`src/rtl/thf_pkg.sv`:
```
// Package: shared types for the threshold FIFO.
// Holds the buffer configuration record and the helpers that map it to
// and from the 16-bit configuration word. Field positions are fixed.
package thf_pkg;

    localparam int LVL_W = 5;
    localparam int CFG_W = 16;

    typedef struct packed {
        logic             rx_en;
        logic [LVL_W-1:0] af_lvl;
        logic             tx_en;
        logic [LVL_W-1:0] ae_lvl;
    } buf_cfg_t;

    // Unpack a configuration word: rx enable 15, full level 12:8, tx enable 7, empty level 4:0.
    function automatic buf_cfg_t cfg_unpack(input logic [CFG_W-1:0] w);
        buf_cfg_t c;
        c.rx_en  = w[15];
        c.af_lvl = w[8 +: LVL_W];
        c.tx_en  = w[7];
        c.ae_lvl = w[0 +: LVL_W];
        return c;
    endfunction

    // Pack the record back into a word; unused bits read as zero.
    function automatic logic [CFG_W-1:0] cfg_pack(input buf_cfg_t c);
        logic [CFG_W-1:0] w;
        w              = '0;
        w[15]          = c.rx_en;
        w[8 +: LVL_W]  = c.af_lvl;
        w[7]           = c.tx_en;
        w[0 +: LVL_W]  = c.ae_lvl;
        return w;
    endfunction

endpackage

```
`src/rtl/thf_store.sv`:
```
// Module: thf_store
// Circular word store with occupancy tracking. The write index is the
// start index plus the length, modulo the depth. A push while full and a
// pop while empty are dropped. A flush returns the store to empty and takes
// priority over a push or pop in the same cycle.
// Assumes at most one push and one pop per cycle.
module thf_store #(
    parameter int DW = 16,
    parameter int AW = 5
) (
    input  logic          clk,
    input  logic          rst_n,
    input  logic          flush,
    input  logic          push,
    input  logic [DW-1:0] push_data,
    input  logic          pop,
    output logic [DW-1:0] head_data,
    output logic [AW:0]   count,
    output logic          full,
    output logic          empty
);
    localparam int DEPTH = 1 << AW;

    logic [DW-1:0] mem [DEPTH];
    logic [AW-1:0] start_idx;
    logic [AW-1:0] wr_idx;
    logic          do_push;
    logic          do_pop;

    // Derive the full and empty flags, the accepted moves and the write index.
    always_comb begin
        full      = (count == (AW+1)'(DEPTH));
        empty     = (count == '0);
        do_push   = push && !full;
        do_pop    = pop && !empty;
        wr_idx    = start_idx + count[AW-1:0];
        head_data = mem[start_idx];
    end

    // Store an accepted word; the storage array is not reset.
    always_ff @(posedge clk) begin
        if (do_push && !flush) begin
            mem[wr_idx] <= push_data;
        end
    end

    // Advance the start index and occupancy.
    always_ff @(posedge clk) begin
        if (!rst_n || flush) begin
            start_idx <= '0;
            count     <= '0;
        end else begin
            if (do_pop) begin
                start_idx <= start_idx + 1'b1;
            end
            count <= count + (AW+1)'(do_push) - (AW+1)'(do_pop);
        end
    end

endmodule

```
`src/rtl/thf_cfg.sv`:
```
// Module: thf_cfg
// Buffer configuration register. It holds the watermarks and DMA enables
// and gives the readback word. A write raises a flush for the store in
// the same cycle. Reset leaves almost-empty at 0, almost-full at all
// ones and both enables off.
module thf_cfg (
    input  logic                      clk,
    input  logic                      rst_n,
    input  logic                      wr_en,
    input  logic [thf_pkg::CFG_W-1:0] wr_data,
    output thf_pkg::buf_cfg_t         cfg,
    output logic [thf_pkg::CFG_W-1:0] rd_data,
    output logic                      flush
);
    import thf_pkg::*;

    // Load the configuration record on a write.
    always_ff @(posedge clk) begin
        if (!rst_n) begin
            cfg.rx_en  <= 1'b0;
            cfg.af_lvl <= '1;
            cfg.tx_en  <= 1'b0;
            cfg.ae_lvl <= '0;
        end else if (wr_en) begin
            cfg <= cfg_unpack(wr_data);
        end
    end

    // Readback and flush request.
    always_comb begin
        rd_data = cfg_pack(cfg);
        flush   = wr_en;
    end

endmodule

```
`src/rtl/thf_thresh.sv`:
```
// Module: thf_thresh
// Watermark comparison and routing. Each crossing goes to a DMA request
// when that direction's enable is set, and to a status flag otherwise.
// Status flags are masked while idle with an empty store. Purely
// combinational, so outputs follow the occupancy in the same cycle.
module thf_thresh #(
    parameter int AW = 5
) (
    input  thf_pkg::buf_cfg_t cfg,
    input  logic [AW:0]       count,
    input  logic              card_to_host,
    input  logic              xfer_active,
    output logic              rx_dma_req,
    output logic              tx_dma_req,
    output logic              stat_almost_full,
    output logic              stat_almost_empty
);
    logic over_full;
    logic under_empty;
    logic idle_empty;

    // Compare the occupancy with the watermarks and route the result.
    always_comb begin
        over_full         = card_to_host && (count > (AW+1)'(cfg.af_lvl));
        under_empty       = !card_to_host && (count < (AW+1)'(cfg.ae_lvl));
        idle_empty        = !xfer_active && (count == '0);
        rx_dma_req        = over_full && cfg.rx_en;
        tx_dma_req        = under_empty && cfg.tx_en;
        stat_almost_full  = over_full && !cfg.rx_en && !idle_empty;
        stat_almost_empty = under_empty && !cfg.tx_en && !idle_empty;
    end

endmodule

```
`src/rtl/thresh_fifo.sv`:
```
// Module: thresh_fifo (top)
// Data buffer between the host data port and the card transfer engine.
// The direction input chooses which side pushes and which side pops;
// requests from the other side are ignored. Watermark outputs come from
// thf_thresh and occupancy from thf_store.
// Assumes DW is 16 and AW equals thf_pkg::LVL_W.
module thresh_fifo #(
    parameter int DW = 16,
    parameter int AW = thf_pkg::LVL_W
) (
    input  logic          clk,
    input  logic          rst_n,
    input  logic          card_to_host,
    input  logic          xfer_active,
    input  logic          cfg_wr_en,
    input  logic [15:0]   cfg_wr_data,
    output logic [15:0]   cfg_rd_data,
    input  logic          host_wr_en,
    input  logic [DW-1:0] host_wr_data,
    input  logic          host_rd_en,
    output logic [DW-1:0] host_rd_data,
    output logic          host_underrun,
    input  logic          card_push_en,
    input  logic [DW-1:0] card_push_data,
    input  logic          card_pop_en,
    output logic [DW-1:0] card_rd_data,
    output logic [AW:0]   fill_level,
    output logic          rx_dma_req,
    output logic          tx_dma_req,
    output logic          stat_almost_full,
    output logic          stat_almost_empty
);
    thf_pkg::buf_cfg_t cfg;
    logic              flush;
    logic              push;
    logic              pop;
    logic [DW-1:0]     push_data;
    logic [DW-1:0]     head;
    logic              full;
    logic              empty;

    // Select the push and pop sources by direction.
    always_comb begin
        push          = card_to_host ? card_push_en : host_wr_en;
        push_data     = card_to_host ? card_push_data : host_wr_data;
        pop           = card_to_host ? host_rd_en : card_pop_en;
        host_underrun = card_to_host && host_rd_en && empty;
        host_rd_data  = head;
        card_rd_data  = head;
    end

    thf_cfg u_cfg (
        .clk     (clk),
        .rst_n   (rst_n),
        .wr_en   (cfg_wr_en),
        .wr_data (cfg_wr_data),
        .cfg     (cfg),
        .rd_data (cfg_rd_data),
        .flush   (flush)
    );

    thf_store #(.DW(DW), .AW(AW)) u_store (
        .clk       (clk),
        .rst_n     (rst_n),
        .flush     (flush),
        .push      (push),
        .push_data (push_data),
        .pop       (pop),
        .head_data (head),
        .count     (fill_level),
        .full      (full),
        .empty     (empty)
    );

    thf_thresh #(.AW(AW)) u_thresh (
        .cfg               (cfg),
        .count             (fill_level),
        .card_to_host      (card_to_host),
        .xfer_active       (xfer_active),
        .rx_dma_req        (rx_dma_req),
        .tx_dma_req        (tx_dma_req),
        .stat_almost_full  (stat_almost_full),
        .stat_almost_empty (stat_almost_empty)
    );

endmodule

```
`config.mk`:
```
export PLATFORM = sky130hd
export DESIGN_NAME = thresh_fifo
export DESIGN_NICKNAME = d
export VERILOG_FILES = /design/src/rtl/thf_pkg.sv /design/src/rtl/thf_store.sv /design/src/rtl/thf_cfg.sv /design/src/rtl/thf_thresh.sv /design/src/rtl/thresh_fifo.sv
export SDC_FILE = /design/constraint.sdc
export NUM_CORES = 1
export LEC_CHECK = 0
export ABC_CLOCK_PERIOD_IN_PS = 4350
export CAP_MARGIN = 25
export CELL_PAD_IN_SITES_DETAIL_PLACEMENT = 1
export CELL_PAD_IN_SITES_GLOBAL_PLACEMENT = 1
export CORE_ASPECT_RATIO = 1.25
export CORE_MARGIN = 2
export CORE_UTILIZATION = 37
export CTS_CLUSTER_DIAMETER = 150
export DETAILED_ROUTE_END_ITERATION = 10
export GPL_ROUTABILITY_DRIVEN = 0
export PLACE_DENSITY_LB_ADDON = 0.1
export SETUP_SLACK_MARGIN = 0.5
export SLEW_MARGIN = 20
export SYNTH_ARGS = -nofsm -noshare
export SYNTH_HDL_FRONTEND = slang
export SYNTH_SLANG_ARGS = --single-unit
```
`constraint.sdc`:
```
create_clock -name clk -period 4.35 [get_ports clk]
set_clock_uncertainty 0.2 [all_clocks]
set_input_delay 0.6525 -clock clk [delete_from_list [all_inputs] [get_ports clk]]
set_output_delay 0.6525 -clock clk [all_outputs]
set_load 0.1 [all_outputs]
```
# == After elaboration in Yosys (flattened, before gate mapping) ==
# Memory sizes are Yosys's and may differ from the RTL's. A register that Yosys moved wholly into a read port is not among the register bits.
# Index checks and enable logic that the tools add are counted.
# classes
eq_ne,1
order_cmp,2
muxes,7
n_reduce_logical,25
addsub,4
# op_table
cell,count
$mux W16,1
$logic_and A1 B1 Y1,14
$mux W5,2
$logic_not A1 Y1,9
$add A6 B1 Y6,1
$eq A6 B6 Y1 const B,1
$gt A6 B5 Y1,1
$logic_not A6 Y1,1
$lt A6 B5 Y1,1
$sub A6 B1 Y6,1
$add A5 B1 Y5 const B,1
$add A5 B5 Y5,1
$mux W1,4
$logic_or A1 B1 Y1,1
# word_totals
out_inout_bits,59
inputBits,57
register_bits,23
n_memories,1
mem_bits_rw,512
# mem_list
memory,words,word_bits,rd,rd_ports_with_merged_regs,wr,line_no,text
u_store.mem,32,16,1,1,1,thf_store.sv:24,logic [DW-1:0] mem [DEPTH];

# == Logic depth before layout (Yosys ltp) ==
# depth
depth_word,6
mapped_depth,14
mapped_depth_nobuf,14

# == Hierarchy ==
# A second synthesis with hierarchy kept.
# hier_totals
hier_cells,1186
area_unflattened_um2,22058.7
# modules_own_cells
mod,cells_each,seq_area_each_um2,area_each_um2,n_inst
thf_store,1054,15695.1,20798.7,1
thf_cfg,56,240.2,569.3,1
thresh_fifo,37,0.0,395.4,1
thf_thresh,39,0.0,295.3,1

# == Least setup slack after synthesis ==
# OpenSTA, ideal clock, no wires.
# synth_path
kind,register -> output
startpoint,"register, netlist name u_cfg.cfg[9]"
endpoint,output port stat_almost_full
required_time_ps,3497
arrival_time_ps,4077
setup_slack_ps,-579
path_stages_with_launch,8
cell_sequence,dfxtp_1 > inv_1 > ha_1 > and4b_1 > o21ai_0 > o21ai_0 > o311a_1 > nor3b_1
# synth_between
elab_chain_len,4
# synth_lines
element,line_no,text
$gt A6 B5 Y1,thf_thresh.sv:24,over_full = card_to_host && (count > (AW+1)'(cfg.af_lvl));
$logic_and A1 B1 Y1,thf_thresh.sv:24,
$logic_and A1 B1 Y1 (2 in series),thf_thresh.sv:29,stat_almost_full = over_full && !cfg.rx_en && !idle_empty;
"end, declared",thresh_fifo.sv:30,"output logic stat_almost_full,"
# No other way between the ends.

==> flow_summary.yaml <==
pwr:
  comb_power_share: 0.217
  ir_drop_mv: 0.412
  clkPwrFrac: 0.335
  internal_power_mw: 9.33
  p_per_area_mw_per_mm2: 506
  switchingPower_mw: 3.97
  swShare: 0.298
  power_frac_seq: 0.448
  leakage_nw: 8.44
floorplanning:
  die_area_mm2: 0.0608
  ioPinCount: 116
  start_util: 0.374
  coreArea_mm2: 0.0582
  num_rows: 99
  die_w_um: 221
  die_height_um: 275
detailed_routing:
  avgRoutedWirePerCell_um: 25.4
  ant_nets: 0
  drc: 0
  drt_iter0_drc: 670
  routed_wl_mm: 55.7
  dr.pass1.iters: 4
  avgViaCountPerCell: 5.22
  vias: 11500
layout:
  post-route-util: 0.451
  antenna_cells: 0
  synthToLayoutAreaGrowth_pct: 20.6
  design_area_mm2: 0.0263
  drive_gt1_frac: 0.211
  nets: 1474
timing:
  clock.fmax_mhz: 268
  rsz0062_at_grt: "yes"
  hold_viol_final: 0
  worst_slew_pin_slew_ps: 1020
  setup_violations: 0
  fin_crit_ps: 3740
  slew-limit-headroom: 0.320
  timing.final.crit_share: 0.859
  setup_tns_ps: 0
  slew_violations: 0
yosys:
  synth_top_family_by_area: "multiplexers"
  netlist_top_cells_area: "edfxtp_1, mux4_2, mux2i_1, dfxtp_1, a22oi_1"
  yosys.area_share.simple: 0.0346
  yosysSeqAreaShare: 0.732
  synthArstFlopShare: 0
  synth_top_area_frac: 0.706
  ys_types: 49
  synth_xor_area_frac: 0.00563
  avgSynthCellArea_um2: 17.9
  synth_seq_cells: 540
  yosysMostFrequentCell: "edfxtp_1"
  synth_commonest_cells: "edfxtp_1, mux2i_1, a22oi_1"
  synth-adder-area-share: 0.0151
  synth-edff-count: 512
  synth_area_leader_cell: "edfxtp_1"
  synth_cells: 1219
  ys_warn_count: 0
  ys.flop_type: "edfxtp_1"
  synth_compound_area_frac: 0.0433
  synth.cell_area_mm2: 0.0218
  synthMuxAreaShare: 0.138
grt:
  overflow: 0
  grt_pass1_vias: 12500
  grt_first_pass_wirelength_mm: 82.2
  grt_max_degree: 33
  grt_usage: 0.185
  antenna_found_initial: 0
cts:
  cts.sinks: 540
  cts_tree: "yes"
  htree_levels: 2
  root_buffer: "clkbuf_16"
  clockBufferDepth: 3
  cts_buffers: 54
  clk_pin_slew_worst_paths_ps: 60
  clk-insertion-delay-late_ps: 590
setup_path:
  required_ps: 3500
  worstSetupPathType: "reg -> out"
  critPathCaptureType: "output pin"
  crit_fanout: 10
  arrival_ps: 2880
  r2r_start: "u_store.count[3]"
  startpoint_type: "flop"
place:
  port_buffers: 107
  place_area_mm2: 0.0244
  dpl.hpwl_mm: 33.2
hold_path:
  min_path_type: "reg -> reg"
  worstHoldStart: "u_cfg.cfg[7]"
status:
  status: "completed"
job:
  cap_violations: 0
power groups by stage:
stage          logic (mW)  clock network [mW]  registers [mW]
6_report             2.88                4.46            5.96
5_1_grt              3.03                4.75            5.97
4_1_cts              2.92                4.58            5.96
3_5_place_dp         2.90                   0            6.08
3_3_place_gp         2.87                   0            6.07
2_1_floorplan        1.66                   0            6.21
kinds of logic after synthesis:
| group | after synthesis |
|---|---|
| AO/OA/AOI/OAI | 138 |
| XOR/XNOR | 14 |
| adder cells (fa/ha/maj) | 25 |
| buffers and inverters | 134 |
| flip-flops | 540 |
| multiplexers | 217 |
| other | 1 |
| AND/OR/NAND/NOR | 150 |
what timing repair did:
action,CTS,global route
gates cloned,0,0
gates resized for setup,7,10
endpoints found under the setup margin,32,20
pin swaps,1,0
hold buffers,0,0
setup buffers,6,3
final cells by class:
class,count,area (um^2)
flip-flops and latches,540,15900
inverters,54,203
repair buffers,194,2210
clock inverters,31,211
multi-input cells,548,5260
clock buffers,71,1480
well taps,757,947
fillers,5553,32000
layout by cell type, fill, tap and decap left out, drive strengths merged, types with 28 or more instances in the layout:
master / n
mux4: 64
edfxtp: 512
nand3: 43
clkdlybuf4s50: 70
nor2: 49
clkinv: 28
dfxtp: 28
mux2i: 137
inv: 55
a22oi: 65
clkbuf: 71
nor2b: 28
buf: 124
through the flow:
stage          hold WS, ps  cells  setup WS, ps  power (mW)
2_1_floorplan          326   1222           407        7.86
3_3_place_gp           298   2083           514        8.94
3_5_place_dp           309   2083           505        8.97
4_1_cts                319   2191           515        13.5
5_1_grt                340   2195           460        13.7
6_report               310   2195           613        13.3
critical path, stage by stage, from the launching register on:
cell and delay [ps]:
dfxtp_4 470, buf_8 220, mux4_2 570, inv_1 80
o22ai_1 140, a31oi_1 210, buf_4 170, nand3_1 80
buf_4 180, buf_12 160
per-layer routing:
layer	vias to the layer above	wire, um	global-route usage	share of wire
met4	0	1490	0.0588	0.027
met5	-	0	0	0
met2	217	28300	0.324	0.51
met3	73	2020	0.0274	0.036
li1	5127	-	-	-
met1	6036	23900	0.238	0.43
path summary, 6_finish.rpt:
check	slack [ps]	to	cells after the start
worst max-delay path	610	host_rd_data[7]	9
worst min-delay path	310	u_cfg.cfg[7]	2
worst max register to register	1080	u_store.count[4]	14
worst min register to register	310	u_cfg.cfg[7]	2
flip-flops by register name, indices dropped and copies added, names as in the netlist, named ones only:
signal / cells
u_cfg.cfg: 12
u_store.count: 6
u_store.mem: 512
u_store.start_idx: 5
(Power assumes the default switching activity.)
